[config.mk]
export PLATFORM = sky130hd
export DESIGN_NAME = bus_hold_arbiter
export DESIGN_NICKNAME = d
export VERILOG_FILES = /design/src/rtl/bhra_pkg.sv /design/src/rtl/bhra_hold_sync.sv /design/src/rtl/bhra_grant_ctrl.sv /design/src/rtl/bhra_release_edge.sv /design/src/rtl/bus_hold_arbiter.sv
export SDC_FILE = /design/constraint.sdc
export NUM_CORES = 1
export LEC_CHECK = 0
export ABC_AREA = 1
export BUFFER_PORTS_ARGS = -buffer_cell sky130_fd_sc_hd__buf_2
export CORE_AREA = 5 5 42 44
export DETAILED_ROUTE_END_ITERATION = 16
export DIE_AREA = 0 0 47 49
export PLACE_DENSITY = 0.3
export SKIP_CTS_REPAIR_TIMING = 1
export SYNTH_ARGS = -nofsm -noshare
export SYNTH_HDL_FRONTEND = slang
export SYNTH_SLANG_ARGS = --single-unit
[constraint.sdc]
create_clock -name clk -period 0.9 [get_ports clk]
set_clock_uncertainty 0.1 [all_clocks]
set_input_delay 0.135 -clock clk [delete_from_list [all_inputs] [get_ports clk]]
set_output_delay 0.135 -clock clk [all_outputs]
set_load 0.02 [all_outputs]
[src/rtl/bhra_pkg.sv]
package bhra_pkg;

   typedef enum logic [1:0] {
      ARB_FREE  = 2'd0,
      ARB_WAIT  = 2'd1,
      ARB_OWNED = 2'd2
   } arb_state_t;

   localparam int unsigned MAX_SYNC_STAGES = 4;

endpackage

[src/rtl/bhra_hold_sync.sv]
module bhra_hold_sync #(
   parameter int unsigned STAGES = 0
) (
   input  logic clk,
   input  logic rst_n,
   input  logic req_in,
   output logic req_out
);

   generate
      if (STAGES == 0) begin : g_direct
         assign req_out = req_in;
      end else begin : g_chain
         logic [STAGES-1:0] chain_q;
         always_ff @(posedge clk or negedge rst_n) begin
            if (!rst_n) begin
               chain_q <= '0;
            end else if (STAGES == 1) begin
               chain_q <= req_in;
            end else begin
               chain_q <= {chain_q[STAGES-2:0], req_in};
            end
         end
         assign req_out = chain_q[STAGES-1];
      end
   endgenerate

endmodule

[src/rtl/bhra_grant_ctrl.sv]
module bhra_grant_ctrl
   import bhra_pkg::*;
(
   input  logic clk,
   input  logic rst_n,
   input  logic req_s,
   input  logic seq_busy,
   input  logic cyc_end,
   output logic owned_p,
   output logic waiting
);

   arb_state_t state_q, state_d;
   logic       boundary;

   // A grant may only land where no bus cycle is open or the open one closes.
   assign boundary = cyc_end | ~seq_busy;

   always_comb begin
      state_d = state_q;
      unique case (state_q)
         ARB_FREE: begin
            if (req_s) state_d = boundary ? ARB_OWNED : ARB_WAIT;
         end
         ARB_WAIT: begin
            if (!req_s)        state_d = ARB_FREE;
            else if (boundary) state_d = ARB_OWNED;
         end
         ARB_OWNED: begin
            if (!req_s) state_d = ARB_FREE;
         end
         default: state_d = ARB_FREE;
      endcase
   end

   always_ff @(posedge clk or negedge rst_n) begin
      if (!rst_n) state_q <= ARB_FREE;
      else        state_q <= state_d;
   end

   assign owned_p = (state_q == ARB_OWNED);
   assign waiting = (state_q == ARB_WAIT);

endmodule

[src/rtl/bhra_release_edge.sv]
module bhra_release_edge #(
   parameter bit NEG_RELEASE = 1'b1
) (
   input  logic clk,
   input  logic rst_n,
   input  logic owned_p,
   output logic ack
);

   generate
      if (NEG_RELEASE) begin : g_fall
         logic owned_n_q;
         always_ff @(negedge clk or negedge rst_n) begin
            if (!rst_n) owned_n_q <= 1'b0;
            else        owned_n_q <= owned_p;
         end
         // Rise follows the rising-edge state; fall waits for the low phase.
         assign ack = owned_p | owned_n_q;
      end else begin : g_rise
         assign ack = owned_p;
      end
   endgenerate

endmodule

[src/rtl/bus_hold_arbiter.sv]
module bus_hold_arbiter #(
   parameter int unsigned SYNC_STAGES = 0,
   parameter bit          NEG_RELEASE = 1'b1
) (
   input  logic clk,
   input  logic rst_n,
   input  logic hold_req,
   input  logic seq_busy,
   input  logic cyc_end,
   output logic hlda,
   output logic stall,
   output logic float_en
);

   generate
      if (SYNC_STAGES > bhra_pkg::MAX_SYNC_STAGES) begin : g_bad_sync
         $error("bus_hold_arbiter: SYNC_STAGES out of range");
      end
   endgenerate

   logic hold_s;
   logic owned_p;
   logic waiting;
   logic ack;

   bhra_hold_sync #(.STAGES(SYNC_STAGES)) u_sync (
      .clk     (clk),
      .rst_n   (rst_n),
      .req_in  (hold_req),
      .req_out (hold_s)
   );

   bhra_grant_ctrl u_ctrl (
      .clk      (clk),
      .rst_n    (rst_n),
      .req_s    (hold_s),
      .seq_busy (seq_busy),
      .cyc_end  (cyc_end),
      .owned_p  (owned_p),
      .waiting  (waiting)
   );

   bhra_release_edge #(.NEG_RELEASE(NEG_RELEASE)) u_rel (
      .clk     (clk),
      .rst_n   (rst_n),
      .owned_p (owned_p),
      .ack     (ack)
   );

   assign hlda     = ack;
   assign float_en = ack;
   assign stall    = hold_s | waiting | ack;

endmodule

## Yosys cells after proc, flatten, opt, wreduce, memory -nomap -nowiden

Index checks and enable logic that the tools add are counted.

| cells by class | value |
|---|---|
| reduce and logical (&&, ||, !) cells | 2 |
| equal/unequal tests | 5 |
| mux-type cells | 6 |
| bitwise logic cells | 5 |

Operator list:

| cell | number |
|---|---|
| 2-bit two-way mux | 5 |
| 2-bit case mux with 3 select lines | 1 |
| 2-bit inequality test, second input constant | 2 |
| 1-bit OR | 4 |
| 3-bit by 2-bit inequality test with 1-bit output, second input constant | 1 |
| 3-bit AND reduction | 1 |
| 2-bit by 1-bit equality test with 1-bit output, second input constant | 1 |
| 2-bit equality test, second input constant | 1 |
| 2-bit zero test | 1 |
| 1-bit inverter | 1 |

| word-level totals | value |
|---|---|
| logic and storage cells | 20 |
| input bits | 5 |
| register bits after elaboration | 3 |

## Logic depth before layout (Yosys ltp)

Gate-level depths: netlist of run 1.

| logic depth | value |
|---|---|
| depth in word-level cells | 5 |
| mapped depth | 4 |

## By module

A second synthesis of run 1 with hierarchy kept.

| unflattened totals | value |
|---|---|
| cells, all modules | 24 |
| area total of the unflattened synthesis | 167.7 um2 |

By module, submodules not included:

| module | cells an instance | times used | sequential area each (um2) | area an instance (um2) |
|---|---|---|---|---|
| bhra_grant_ctrl | 15 | 1 | 50.0 | 105.1 |
| bhra_release_edge | 4 | 1 | 25.0 | 36.3 |
| bus_hold_arbiter | 4 | 1 | 0.0 | 18.8 |
| bhra_hold_sync | 1 | 1 | 0.0 | 7.5 |

==> metrics.txt, run 1 <==
# TYPE chip_impl_metric gauge
chip_impl_metric{name="ys_async_sr_fraction",unit="%"} 100.0
chip_impl_info{name="crit_slowest_cell",value="sky130_fd_sc_hd__dfrtn_1"} 1
chip_impl_metric{name="antenna-diode-count",unit=""} 0
chip_impl_metric{name="fillCellCount",unit=""} 176
chip_impl_info{name="worst_setup_path_end_kind",value="output port"} 1
chip_impl_metric{name="drcViolationCount",unit=""} 0
chip_impl_metric{name="whs",unit="ns"} 0.05404
chip_impl_metric{name="path_buf_inv",unit=""} 1
chip_impl_info{name="violations",value="negative setup slack"} 1
chip_impl_metric{name="fraction_of_layout_instances_using_a_drive_strength_above_1",unit="%"} 56.25
chip_impl_metric{name="finish.instance_area",unit="sq um"} 282.8
chip_impl_metric{name="critical_path_arrival",unit="ns"} 1.39
chip_impl_info{name="synth_most_common_cell",value="sky130_fd_sc_hd__nand2_1"} 1
chip_impl_metric{name="floorplan.io_pins",unit=""} 8
chip_impl_metric{name="synth.lib_cells_used.distinct",unit=""} 10
chip_impl_metric{name="cts_buffer_depth",unit=""} 2
chip_impl_metric{name="globalRouteOverflowTotal",unit=""} 0
chip_impl_metric{name="crit_fanout",unit=""} 2
chip_impl_metric{name="p_int",unit="uW"} 414.8
chip_impl_info{name="grt_setup_unrepaired",value="yes"} 1
chip_impl_info{name="hp-class",value="in2reg"} 1
chip_impl_metric{name="setup_viol_count_final",unit=""} 4
chip_impl_metric{name="clock_power_share",unit="%"} 39.8
chip_impl_metric{name="floorplan.die.width",unit="um"} 47
chip_impl_metric{name="slew_headroom",unit="%"} 90.60
chip_impl_metric{name="portion_of_synthesized_cell_area_occupied_by_the_leading_cell_type",unit="%"} 34.48
chip_impl_metric{name="routed_wire_length_per_instance",unit="um"} 7.521
chip_impl_metric{name="tightestPinTransition",unit="ns"} 0.1408
chip_impl_info{name="synth_top_area_cell",value="sky130_fd_sc_hd__dfrtp_1"} 1
chip_impl_metric{name="synth_nets",unit=""} 24
chip_impl_metric{name="net_switching_power_figure",unit="uW"} 175.4
chip_impl_metric{name="numCtsBuffers",unit=""} 3
chip_impl_metric{name="drt_iter0_markers",unit=""} 0
chip_impl_metric{name="layout-area-overhead-vs-synth",unit="%"} 94.83
chip_impl_metric{name="dr.pass1.iters",unit=""} 1
chip_impl_metric{name="finalMaxSlewViolations",unit=""} 0
chip_impl_info{name="cts_root_buf",value="sky130_fd_sc_hd__clkbuf_4"} 1
chip_impl_metric{name="clkTransAtPathRegs",unit="ns"} 0.04
chip_impl_metric{name="vias_in_the_first_global_route",unit=""} 171
chip_impl_metric{name="postPlaceCellArea",unit="sq um"} 211.5
chip_impl_metric{name="avgViaCountPerCell",unit=""} 3.208
chip_impl_info{name="cts_tree",value="yes"} 1
chip_impl_metric{name="height_of_the_die",unit="um"} 49
chip_impl_metric{name="maxCapViolations",unit=""} 0
chip_impl_metric{name="dr_total_vias",unit=""} 154
chip_impl_metric{name="count_of_buffers_from_port_buffering",unit=""} 7
chip_impl_metric{name="clk_latency",unit="ns"} 0.23
chip_impl_metric{name="peakVddDrop",unit="V"} 0.0004314
chip_impl_info{name="crit_path_end",value="stall"} 1
chip_impl_metric{name="layout_setup_ws",unit="ns"} -0.7255
chip_impl_metric{name="critPathRequiredTime",unit="ns"} 0.66
chip_impl_metric{name="core_area",unit="sq mm"} 0.001401
chip_impl_info{name="critical_path.startpoint_type",value="register"} 1
chip_impl_info{name="cpLargestDelayFamily",value="flip-flops"} 1
chip_impl_info{name="critical_path.cell_chain",value="a21oi_2 > nand2_1 > buf_6"} 1
chip_impl_metric{name="grt_pass1_wl",unit="um"} 641
chip_impl_info{name="critical_path_launch_point",value="u_rel.g_fall.owned_n_q$_DFF_NN0_"} 1
chip_impl_metric{name="routed_wl",unit="um"} 361
chip_impl_metric{name="post_synthesis_cell_area",unit="sq um"} 145.1
chip_impl_metric{name="sequential_group_share_of_total_power",unit="%"} 27.5
chip_impl_metric{name="final_nets",unit=""} 38
chip_impl_info{name="run_status",value="finished with violations"} 1
chip_impl_metric{name="timing.critical_path.depth",unit=""} 3
chip_impl_metric{name="grt.total_usage",unit="%"} 4.581
chip_impl_metric{name="worst_r2r_path_depth",unit=""} 2
chip_impl_metric{name="design.die.area",unit="sq mm"} 0.002303
chip_impl_metric{name="p_comb_share",unit="%"} 32.7
chip_impl_info{name="rr_endpoint",value="u_rel.g_fall.owned_n_q$_DFF_NN0_"} 1
chip_impl_info{name="postSynth.topFlopCell",value="sky130_fd_sc_hd__dfrtp_1"} 1
chip_impl_metric{name="synth_sequential_area_ratio",unit="%"} 51.72
chip_impl_metric{name="cp_slowest_stage_delay",unit="ns"} 0.33
chip_impl_metric{name="power.density",unit="mW/mm^2"} 2087
chip_impl_metric{name="grt_max_degree",unit=""} 4
chip_impl_info{name="timing_worst_setup_path_type",value="reg2out"} 1
chip_impl_metric{name="count_of_flip_flops_with_a_built_in_enable_after_synthesis",unit=""} 0
chip_impl_metric{name="place.gp.congestion",unit=""} 0.6170
chip_impl_metric{name="antenna_violating_nets_left",unit=""} 0
chip_impl_metric{name="dpl.hpwl",unit="um"} 285.6
chip_impl_info{name="synth_top_cells_by_area",value="sky130_fd_sc_hd__dfrtp_1 (34%), sky130_fd_sc_hd__dfrtn_1 (17%), sky130_fd_sc_hd__nand2_1 (13%)"} 1
chip_impl_metric{name="power.static_leakage",unit="uW"} 0.0001440
chip_impl_metric{name="yosys_warnings",unit=""} 0
chip_impl_info{name="netlist_top_cells_count",value="sky130_fd_sc_hd__nand2_1 (5), sky130_fd_sc_hd__inv_1 (4), sky130_fd_sc_hd__a21oi_1 (2), sky130_fd_sc_hd__dfrtp_1 (2)"} 1
chip_impl_metric{name="synthesis.area_per_instance",unit="sq um"} 7.639
chip_impl_metric{name="detailedPlace.worstSlack",unit="ns"} -0.4721
chip_impl_metric{name="cts_htree_levels",unit=""} 1
chip_impl_metric{name="floorplan.initialDensity",unit="%"} 10.36
chip_impl_metric{name="numClockSinks",unit=""} 3
chip_impl_metric{name="timing.final.hold_violations",unit=""} 0
chip_impl_metric{name="rows",unit=""} 14
chip_impl_metric{name="antenna_found_initial",unit=""} 0
chip_impl_metric{name="synth-seq-cells",unit=""} 3
chip_impl_metric{name="instance_count_of_the_mapped_netlist",unit=""} 19
chip_impl_info{name="worst_r2r_src",value="u_ctrl.state_q[1]$_DFFE_PN0P_"} 1
chip_impl_metric{name="timing.reg2reg.setup_slack",unit="ns"} -0.28
chip_impl_metric{name="sw_frac_of_total",unit="%"} 29.72
-- power groups by stage --
| stage | Sequential [uW] | Clock [uW] | Combinational, uW |
|---|---|---|---|
| 2_1_floorplan | 166 | 0 | 95.9 |
| 3_3_place_gp | 164 | 0 | 140 |
| 3_5_place_dp | 163 | 0 | 142 |
| 4_1_cts | 161 | 251 | 142 |
| 5_1_grt | 165 | 261 | 211 |
| 6_report | 163 | 235 | 193 |
-- flip-flops by register name (all words and copies together), names as in the netlist --
signal	flops
u_ctrl.state_q	2
u_rel.g_fall.owned_n_q	1
-- metal layers --
metal	routed length (um)	track usage, %	up-vias	part of all wire, %
li1	-	-	79	-
met1	147	4.626	67	41
met2	170	4.072	8	47
met3	43	4.059	0	12
met4	0	6.912	0	0
met5	0	0	-	0
-- per-stage QoR --
| step | power [uW] | cells | util (%) | setup TNS (ns) |
|---|---|---|---|---|
| 6_report | 590.2 | 48 | 20.18 | -2.379 |
| 5_1_grt | 637.3 | 48 | 20.18 | -2.620 |
| 4_1_cts | 554.0 | 47 | 16.96 | -2.429 |
| 3_5_place_dp | 304.9 | 43 | 15.09 | -1.628 |
| 3_3_place_gp | 303.8 | 43 | 15.09 | -1.590 |
| 2_1_floorplan | 261.7 | 19 | - | -1.453 |
-- area by class of cell --
| type | count | area, sq um | area share [%] |
|---|---|---|---|
| inverter | 5 | 18.77 | 6.637 |
| multi-input combinational | 10 | 60.06 | 21.24 |
| clock buffer | 4 | 26.28 | 9.292 |
| tap | 16 | 20.02 | 7.080 |
| sequential | 3 | 75.07 | 26.55 |
| timing repair buffer | 10 | 82.58 | 29.20 |
-- worst min-delay path: cells and delay by family --
family / cells / cell delay [ns]
buf+inv: 1 / 0.11
simple gates: 2 / 0.11
-- placed cells by master, fill, tap and decap left out, types with 2 or more instances in the layout --
| cell | count |
|---|---|
| sky130_fd_sc_hd__inv_1 | 3 |
| sky130_fd_sc_hd__nand2_1 | 5 |
| sky130_fd_sc_hd__inv_2 | 2 |
| sky130_fd_sc_hd__buf_6 | 4 |
| sky130_fd_sc_hd__buf_2 | 4 |
| sky130_fd_sc_hd__clkbuf_4 | 3 |
| sky130_fd_sc_hd__dfrtp_1 | 2 |
-- kinds of logic after synthesis --
kind of cell,Yosys count,synth area share [%]
flip-flops,3,51.72
AND/OR/NAND/NOR,8,23.27
AO/OA/AOI/OAI,2,6.897
buffers and inverters,6,18.10
-- worst min-delay path by stage --
| stage | end | slack [ns] | start | depth (start not counted) |
|---|---|---|---|---|
| finish | u_ctrl.state_q[1]$_DFFE_PN0P_ | 0.05 | hold_req | 3 |
| global route | u_ctrl.state_q[1]$_DFFE_PN0P_ | 0.06 | hold_req | 3 |
| CTS | u_ctrl.state_q[1]$_DFFE_PN0P_ | -0.42 | rst_n | 1 |
| detailed placement | u_ctrl.state_q[1]$_DFFE_PN0P_ | -0.17 | rst_n | 1 |
| global placement | u_ctrl.state_q[0]$_DFFE_PN0P_ | -0.17 | rst_n | 1 |
| floorplan | u_ctrl.state_q[0]$_DFFE_PN0P_ | -0.26 | rst_n | 0 |
Power figures use the tool's default switching activity.
==> run 2, diff against run 1 <==
--- a/config.mk
+++ b/config.mk
@@ -11,6 +11,7 @@
 export DETAILED_ROUTE_END_ITERATION = 16
 export DIE_AREA = 0 0 47 49
 export PLACE_DENSITY = 0.3
+export REMOVE_ABC_BUFFERS = 1
 export SKIP_CTS_REPAIR_TIMING = 1
 export SYNTH_ARGS = -nofsm -noshare
 export SYNTH_HDL_FRONTEND = slang
==> run 2 against run 1 <==
Effect of this change: the run still ends with negative setup slack left; combinational power decreased by 13%; non-clock buffer count did not move; via count up 4.5%; clock-buffer cell count stayed put; register-to-register slack got worse by 0.07 ns; clock power about the same; sequential power about the same; setup slack better by 0.046 ns; largest cell class is now sequential cells; largest power group unchanged.
==> metrics.txt, run 2 (synthesis results as in run 1) <==
# TYPE chip_impl_metric gauge
chip_impl_info{name="run_status",value="finished with violations"} 1
chip_impl_info{name="violations",value="negative setup slack"} 1
chip_impl_metric{name="height_of_the_die",unit="um"} 49
chip_impl_metric{name="critical_path_arrival",unit="ns"} 1.34
chip_impl_info{name="timing_worst_setup_path_type",value="reg2out"} 1
chip_impl_info{name="cts_tree",value="yes"} 1
chip_impl_metric{name="p_int",unit="uW"} 393.3
chip_impl_metric{name="setup_viol_count_final",unit=""} 4
chip_impl_metric{name="postPlaceCellArea",unit="sq um"} 200.2
chip_impl_metric{name="p_comb_share",unit="%"} 29.8
chip_impl_metric{name="timing.final.hold_violations",unit=""} 0
chip_impl_metric{name="fraction_of_layout_instances_using_a_drive_strength_above_1",unit="%"} 53.13
chip_impl_metric{name="antenna-diode-count",unit=""} 0
chip_impl_info{name="critical_path.startpoint_type",value="register"} 1
chip_impl_metric{name="peakVddDrop",unit="V"} 0.0005356
chip_impl_metric{name="rows",unit=""} 14
chip_impl_metric{name="drcViolationCount",unit=""} 0
chip_impl_metric{name="whs",unit="ns"} 0.04509
chip_impl_metric{name="finalNonFillerCells",unit=""} 48
chip_impl_info{name="hp-class",value="in2reg"} 1
chip_impl_metric{name="dr_total_vias",unit=""} 161
chip_impl_metric{name="antenna_found_initial",unit=""} 0
chip_impl_info{name="largest-register",value="u_ctrl.state_q"} 1
chip_impl_info{name="final_common_cell",value="sky130_fd_sc_hd__buf_2"} 1
chip_impl_info{name="largestRegisters",value="u_ctrl.state_q (2), u_rel.g_fall.owned_n_q (1)"} 1
chip_impl_info{name="cts_root_buf",value="sky130_fd_sc_hd__clkbuf_4"} 1
chip_impl_metric{name="design.die.area",unit="sq mm"} 0.002303
chip_impl_metric{name="cts_buffer_depth",unit=""} 2
chip_impl_metric{name="cts_htree_levels",unit=""} 1
chip_impl_metric{name="fillCellCount",unit=""} 162
chip_impl_metric{name="layout_setup_ws",unit="ns"} -0.6796
chip_impl_metric{name="globalRouteOverflowTotal",unit=""} 0
chip_impl_metric{name="tightestPinTransition",unit="ns"} 0.1367
chip_impl_metric{name="sequential_group_share_of_total_power",unit="%"} 28.6
chip_impl_info{name="critical_path.cell_chain",value="a21oi_2 > inv_1 > buf_2"} 1
chip_impl_metric{name="power.density",unit="mW/mm^2"} 2056
chip_impl_metric{name="clock_power_share",unit="%"} 41.6
chip_impl_metric{name="critPathRequiredTime",unit="ns"} 0.66
chip_impl_metric{name="dpl.hpwl",unit="um"} 267.5
chip_impl_info{name="crit_slowest_cell",value="sky130_fd_sc_hd__dfrtn_1"} 1
chip_impl_info{name="worst_setup_path_end_kind",value="output port"} 1
chip_impl_metric{name="layout-area-overhead-vs-synth",unit="%"} 88.79
chip_impl_info{name="layout.cells.most_common_list",value="sky130_fd_sc_hd__buf_2 (6), sky130_fd_sc_hd__nand2_1 (5), sky130_fd_sc_hd__inv_1 (4)"} 1
chip_impl_metric{name="vias_in_the_first_global_route",unit=""} 143
chip_impl_metric{name="crit_fanout",unit=""} 2
chip_impl_metric{name="routed_wire_length_per_instance",unit="um"} 7.000
chip_impl_metric{name="cp_slowest_stage_delay",unit="ns"} 0.33
chip_impl_metric{name="numCtsBuffers",unit=""} 3
chip_impl_metric{name="core_area",unit="sq mm"} 0.001401
chip_impl_metric{name="grt_pass1_wl",unit="um"} 538
chip_impl_metric{name="largest_register_ffs",unit=""} 2
chip_impl_metric{name="clk_latency",unit="ns"} 0.23
chip_impl_metric{name="floorplan.die.width",unit="um"} 47
chip_impl_metric{name="grt_max_degree",unit=""} 4
chip_impl_metric{name="maxCapViolations",unit=""} 0
chip_impl_metric{name="floorplan.initialDensity",unit="%"} 10.36
chip_impl_metric{name="slew_headroom",unit="%"} 90.88
chip_impl_metric{name="floorplan.io_pins",unit=""} 8
chip_impl_metric{name="drt_iter0_markers",unit=""} 2
chip_impl_metric{name="placed_cells_incl_taps",unit=""} 42
chip_impl_metric{name="finish.instance_area",unit="sq um"} 274.0
chip_impl_info{name="grt_setup_unrepaired",value="yes"} 1
chip_impl_metric{name="grt.total_usage",unit="%"} 3.808
chip_impl_metric{name="numClockSinks",unit=""} 3
chip_impl_metric{name="final_nets",unit=""} 38
chip_impl_metric{name="power.static_leakage",unit="uW"} 0.0001427
chip_impl_metric{name="place.gp.congestion",unit=""} 0.5518
chip_impl_metric{name="antenna_violating_nets_left",unit=""} 0
chip_impl_metric{name="clkTransAtPathRegs",unit="ns"} 0.03
chip_impl_metric{name="dr.pass1.iters",unit=""} 2
chip_impl_metric{name="avgViaCountPerCell",unit=""} 3.354
chip_impl_metric{name="finalMaxSlewViolations",unit=""} 0
chip_impl_metric{name="net_switching_power_figure",unit="uW"} 170.0
chip_impl_metric{name="routed_wl",unit="um"} 336
chip_impl_metric{name="count_of_buffers_from_port_buffering",unit=""} 7
chip_impl_metric{name="sw_frac_of_total",unit="%"} 30.18
==> run 2: worst max-delay path, delay by kind of cell, from the launching register on <==
family,cells,cell delay [ns]
AOI/OAI and AO/OA,1,0.11
buffers and inverters,2,0.21
DFF,1,0.33
==> run 2: power groups by stage <==
| stage | Sequential (uW) | Combinational (uW) | Clock, uW |
|---|---|---|---|
| 3_3_place_gp | 161 | 125 | 0 |
| 5_1_grt | 162 | 183 | 257 |
| 4_1_cts | 160 | 125 | 248 |
| 2_1_floorplan | 163 | 70.6 | 0 |
| 3_5_place_dp | 162 | 125 | 0 |
| 6_report | 161 | 168 | 234 |
==> run 2: metal layers <==
| layer | wire [um] | up-vias | track usage (%) |
|---|---|---|---|
| met5 | 0 | - | 0 |
| met1 | 144 | 68 | 4.194 |
| met2 | 135 | 10 | 2.941 |
| met4 | 0 | 0 | 5.530 |
| met3 | 55 | 0 | 3.690 |
| li1 | - | 83 | - |
==> run 2: path summary, 6_finish.rpt <==
check | start | endpoint | slack, ns | cells past startpoint
setup / recovery | u_rel.g_fall.owned_n_q$_DFF_NN0_ | hlda | -0.68 | 3
hold / removal | hold_req | u_ctrl.state_q[1]$_DFFE_PN0P_ | 0.05 | 3
setup reg to reg | u_ctrl.state_q[1]$_DFFE_PN0P_ | u_rel.g_fall.owned_n_q$_DFF_NN0_ | -0.35 | 3
hold reg to reg | u_ctrl.state_q[0]$_DFFE_PN0P_ | u_ctrl.state_q[1]$_DFFE_PN0P_ | 0.47 | 3
max in group asynchronous | rst_n | u_rel.g_fall.owned_n_q$_DFF_NN0_ | 0.11 | 2
min in group asynchronous | rst_n | u_ctrl.state_q[0]$_DFFE_PN0P_ | 0.12 | 2
==> run 2: metrics by stage <==
step                      TNS (ns)  utilization (%)  total power, uW  setup WS [ns]
after floorplan             -1.578                -            233.6        -0.4517
after global placement      -1.625            14.29            286.1        -0.4502
final                       -2.387            19.55            563.3        -0.6796
after global routing        -2.608            19.55            602.7        -0.7289
after CTS                   -2.440            16.16            533.2        -0.7276
after detailed placement    -1.640            14.29            286.1        -0.4569
==> run 2: area by class of cell <==
class	count	area [sq um]	area share, %
inverters	5	21.27	7.763
multi-input cells	10	61.31	22.37
clock buffers	4	26.28	9.589
repair buffers	10	70.07	25.57
flip-flops and latches	3	75.07	27.40
well taps	16	20.02	7.306
==> run 3, diff against run 2 <==
--- a/config.mk
+++ b/config.mk
@@ -5,9 +5,9 @@
 export SDC_FILE = /design/constraint.sdc
 export NUM_CORES = 1
 export LEC_CHECK = 0
-export ABC_AREA = 1
 export BUFFER_PORTS_ARGS = -buffer_cell sky130_fd_sc_hd__buf_2
 export CORE_AREA = 5 5 42 44
+export CTS_BUF_LIST = sky130_fd_sc_hd__clkbuf_16
 export DETAILED_ROUTE_END_ITERATION = 16
 export DIE_AREA = 0 0 47 49
 export PLACE_DENSITY = 0.3
==> run 3 against run 2 <==
Effect of this change: the run still ends with negative setup slack left; power is 67% higher; worst hold slack got worse by 0.024 ns; clock power rose to 2.9 times the previous value; critical path type unchanged.
==> metrics.txt, run 3 <==
# TYPE chip_impl_metric gauge
chip_impl_info{name="run_status",value="finished with violations"} 1
chip_impl_info{name="violations",value="negative setup slack"} 1
chip_impl_metric{name="fraction_of_layout_instances_using_a_drive_strength_above_1",unit="%"} 60.00
chip_impl_metric{name="synth.lib_cells_used.distinct",unit=""} 11
chip_impl_metric{name="vias_in_the_first_global_route",unit=""} 149
chip_impl_metric{name="sequential_group_share_of_total_power",unit="%"} 16.1
chip_impl_metric{name="p_int",unit="uW"} 771.5
chip_impl_metric{name="synth_sequential_area_ratio",unit="%"} 52.63
chip_impl_info{name="cts_root_buf",value="sky130_fd_sc_hd__clkbuf_16"} 1
chip_impl_info{name="worst_setup_path_end_kind",value="output port"} 1
chip_impl_metric{name="finish.instance_area",unit="sq um"} 329.1
chip_impl_metric{name="peakVddDrop",unit="V"} 0.001159
chip_impl_metric{name="antenna_found_initial",unit=""} 0
chip_impl_metric{name="cp_slowest_stage_delay",unit="ns"} 0.51
chip_impl_metric{name="clkTransAtPathRegs",unit="ns"} 0.03
chip_impl_info{name="cts_tree",value="yes"} 1
chip_impl_metric{name="finalMaxSlewViolations",unit=""} 0
chip_impl_metric{name="timing.final.hold_violations",unit=""} 0
chip_impl_info{name="synth_most_common_cell",value="sky130_fd_sc_hd__dfrtp_1"} 1
chip_impl_metric{name="instance_count_of_the_mapped_netlist",unit=""} 12
chip_impl_metric{name="power.density",unit="mW/mm^2"} 2851
chip_impl_metric{name="rows",unit=""} 14
chip_impl_metric{name="setup_viol_count_final",unit=""} 6
chip_impl_metric{name="clk_latency",unit="ns"} 0.22
chip_impl_metric{name="drcViolationCount",unit=""} 0
chip_impl_metric{name="place.gp.congestion",unit=""} 0.6938
chip_impl_metric{name="count_of_buffers_from_port_buffering",unit=""} 7
chip_impl_metric{name="routed_wl",unit="um"} 396
chip_impl_metric{name="layout_setup_ws",unit="ns"} -1.031
chip_impl_metric{name="routed_wire_length_per_instance",unit="um"} 9.659
chip_impl_info{name="largest-register",value="u_ctrl.state_q"} 1
chip_impl_metric{name="yosys_warnings",unit=""} 0
chip_impl_metric{name="postPlaceCellArea",unit="sq um"} 205.2
chip_impl_metric{name="numClockSinks",unit=""} 3
chip_impl_metric{name="finalNonFillerCells",unit=""} 41
chip_impl_metric{name="clock_power_share",unit="%"} 73.3
chip_impl_info{name="layout.cells.most_common_list",value="sky130_fd_sc_hd__buf_2 (5), sky130_fd_sc_hd__clkbuf_16 (3), sky130_fd_sc_hd__buf_6 (3)"} 1
chip_impl_metric{name="layout-area-overhead-vs-synth",unit="%"} 130.7
chip_impl_metric{name="p_comb_share",unit="%"} 10.7
chip_impl_metric{name="globalRouteOverflowTotal",unit=""} 0
chip_impl_metric{name="totalNegativeSetupSlack",unit="ns"} -3.139
chip_impl_metric{name="gr-usage-met1",unit="%"} 4.636
chip_impl_metric{name="portion_of_synthesized_cell_area_occupied_by_the_leading_cell_type",unit="%"} 35.09
chip_impl_metric{name="post_synthesis_cell_area",unit="sq um"} 142.6
chip_impl_metric{name="core_area",unit="sq mm"} 0.001401
chip_impl_info{name="crit_slowest_cell",value="sky130_fd_sc_hd__or4_4"} 1
chip_impl_info{name="grt_setup_unrepaired",value="yes"} 1
chip_impl_metric{name="final_util",unit="%"} 23.48
chip_impl_info{name="largestRegisters",value="u_ctrl.state_q (2), u_rel.g_fall.owned_n_q (1)"} 1
chip_impl_metric{name="grt_max_degree",unit=""} 5
chip_impl_info{name="gr-max-usage-layer",value="met3"} 1
chip_impl_metric{name="fillCellCount",unit=""} 160
chip_impl_metric{name="maxCapViolations",unit=""} 0
chip_impl_metric{name="slew_headroom",unit="%"} 87.75
chip_impl_metric{name="global_route.usage.met3",unit="%"} 6.642
chip_impl_metric{name="critical_path_arrival",unit="ns"} 1.70
chip_impl_metric{name="power.static_leakage",unit="uW"} 0.0001590
chip_impl_info{name="final_common_cell",value="sky130_fd_sc_hd__buf_2"} 1
chip_impl_metric{name="grt_use_met2",unit="%"} 4.525
chip_impl_metric{name="count_of_flip_flops_with_a_built_in_enable_after_synthesis",unit=""} 0
chip_impl_metric{name="largest_register_ffs",unit=""} 2
chip_impl_info{name="timing_worst_setup_path_type",value="reg2out"} 1
chip_impl_metric{name="cts_buffer_depth",unit=""} 2
chip_impl_metric{name="synth-seq-cells",unit=""} 3
chip_impl_metric{name="avgViaCountPerCell",unit=""} 3.341
chip_impl_metric{name="ys_async_sr_fraction",unit="%"} 100.0
chip_impl_metric{name="numCtsBuffers",unit=""} 3
chip_impl_metric{name="height_of_the_die",unit="um"} 49
chip_impl_metric{name="floorplan.io_pins",unit=""} 8
chip_impl_info{name="postSynth.topFlopCell",value="sky130_fd_sc_hd__dfrtp_1"} 1
chip_impl_metric{name="floorplan.die.width",unit="um"} 47
chip_impl_metric{name="drt_iter0_markers",unit=""} 2
chip_impl_metric{name="tightestPinTransition",unit="ns"} 0.1830
chip_impl_metric{name="net_switching_power_figure",unit="uW"} 166.7
chip_impl_info{name="hp-class",value="in2reg"} 1
chip_impl_metric{name="floorplan.initialDensity",unit="%"} 10.18
chip_impl_metric{name="design.die.area",unit="sq mm"} 0.002303
chip_impl_metric{name="sw_frac_of_total",unit="%"} 17.77
chip_impl_metric{name="dr.pass1.iters",unit=""} 4
chip_impl_info{name="synth_top_area_cell",value="sky130_fd_sc_hd__dfrtp_1"} 1
chip_impl_metric{name="critPathRequiredTime",unit="ns"} 0.66
chip_impl_info{name="critical_path.cell_chain",value="or4_4 > buf_6"} 1
chip_impl_metric{name="crit_fanout",unit=""} 2
chip_impl_info{name="synth_top_cells_by_area",value="sky130_fd_sc_hd__dfrtp_1 (35%), sky130_fd_sc_hd__dfrtn_1 (18%), sky130_fd_sc_hd__nor2b_4 (9.6%)"} 1
chip_impl_metric{name="placed_cells_incl_taps",unit=""} 36
chip_impl_metric{name="final_nets",unit=""} 31
chip_impl_metric{name="grt.total_usage",unit="%"} 4.795
chip_impl_info{name="critical_path.startpoint_type",value="register"} 1
chip_impl_metric{name="synthesis.area_per_instance",unit="sq um"} 11.89
chip_impl_metric{name="dr_total_vias",unit=""} 137
chip_impl_metric{name="antenna-diode-count",unit=""} 0
chip_impl_metric{name="cts_htree_levels",unit=""} 1
chip_impl_metric{name="grt_pass1_wl",unit="um"} 648
chip_impl_metric{name="antenna_violating_nets_left",unit=""} 0
-- run 3: kinds of logic (layout without fill, tap and decap cells) --
logic type	after synthesis	in the layout	synth area share (%)
DFF	3	3	52.63
and+or+nand+nor	6	6	32.46
buffers and inverters	2	15	7.894
AOI/OAI and AO/OA	1	1	7.018
-- run 3: stage by stage --
stage | total power, uW | setup slack, ns | hold slack, ns
floorplan | 188.3 | -0.7132 | -0.2606
global placement | 222.3 | -0.7496 | -0.1663
detailed placement | 224.5 | -0.7673 | -0.1668
CTS | 922.7 | -1.045 | -0.3959
global route | 980.4 | -1.051 | 0.02546
finish | 938.2 | -1.031 | 0.02076
-- run 3: power groups by stage --
stage               sequential (uW)  clock (uW)  combinational, uW
floorplan                       152           0               36.5
global placement                151           0               71.5
detailed placement              151           0               73.3
CTS                             150         698               73.9
global route                    152         720                108
finish                          151         687               99.9
-- run 3: worst paths after layout --
check	slack (ns)	cells after the start	endpoint	startpoint
min reg2reg	0.47	2	u_ctrl.state_q[0]$_DFFE_PN0P_	u_ctrl.state_q[1]$_DFFE_PN0P_
max reg2reg	-0.29	1	u_rel.g_fall.owned_n_q$_DFF_NN0_	u_ctrl.state_q[1]$_DFFE_PN0P_
max	-1.03	2	stall	u_rel.g_fall.owned_n_q$_DFF_NN0_
min in group asynchronous	0.15	2	u_ctrl.state_q[1]$_DFFE_PN0P_	rst_n
min	0.02	2	u_ctrl.state_q[0]$_DFFE_PN0P_	cyc_end
max in group asynchronous	0.11	2	u_rel.g_fall.owned_n_q$_DFF_NN0_	rst_n
-- run 3: cell type report --
type | count | area (sq um) | share of cell area, %
Timing Repair Buffer | 10 | 76.32 | 23.19
Multi-Input combinational cell | 7 | 75.07 | 22.81
Tap cell | 16 | 20.02 | 6.084
Clock buffer | 3 | 75.07 | 22.81
Sequential cell | 3 | 75.07 | 22.81
Inverter | 1 | 3.754 | 1.141
Clock inverter | 1 | 3.754 | 1.141
-- run 3: per-layer routing --
layer / vias up / share of wire [%]
met2: 12 / 37
met4: 0 / 2.5
met1: 57 / 40
met3: 2 / 20
li1: 66 / -
met5: - / 0
-- run 3: critical path: cells and delay by family (launching register included) --
family,cells,cell delay [ns]
buf+inv,1,0.14
flops,1,0.33
simple gates,1,0.51
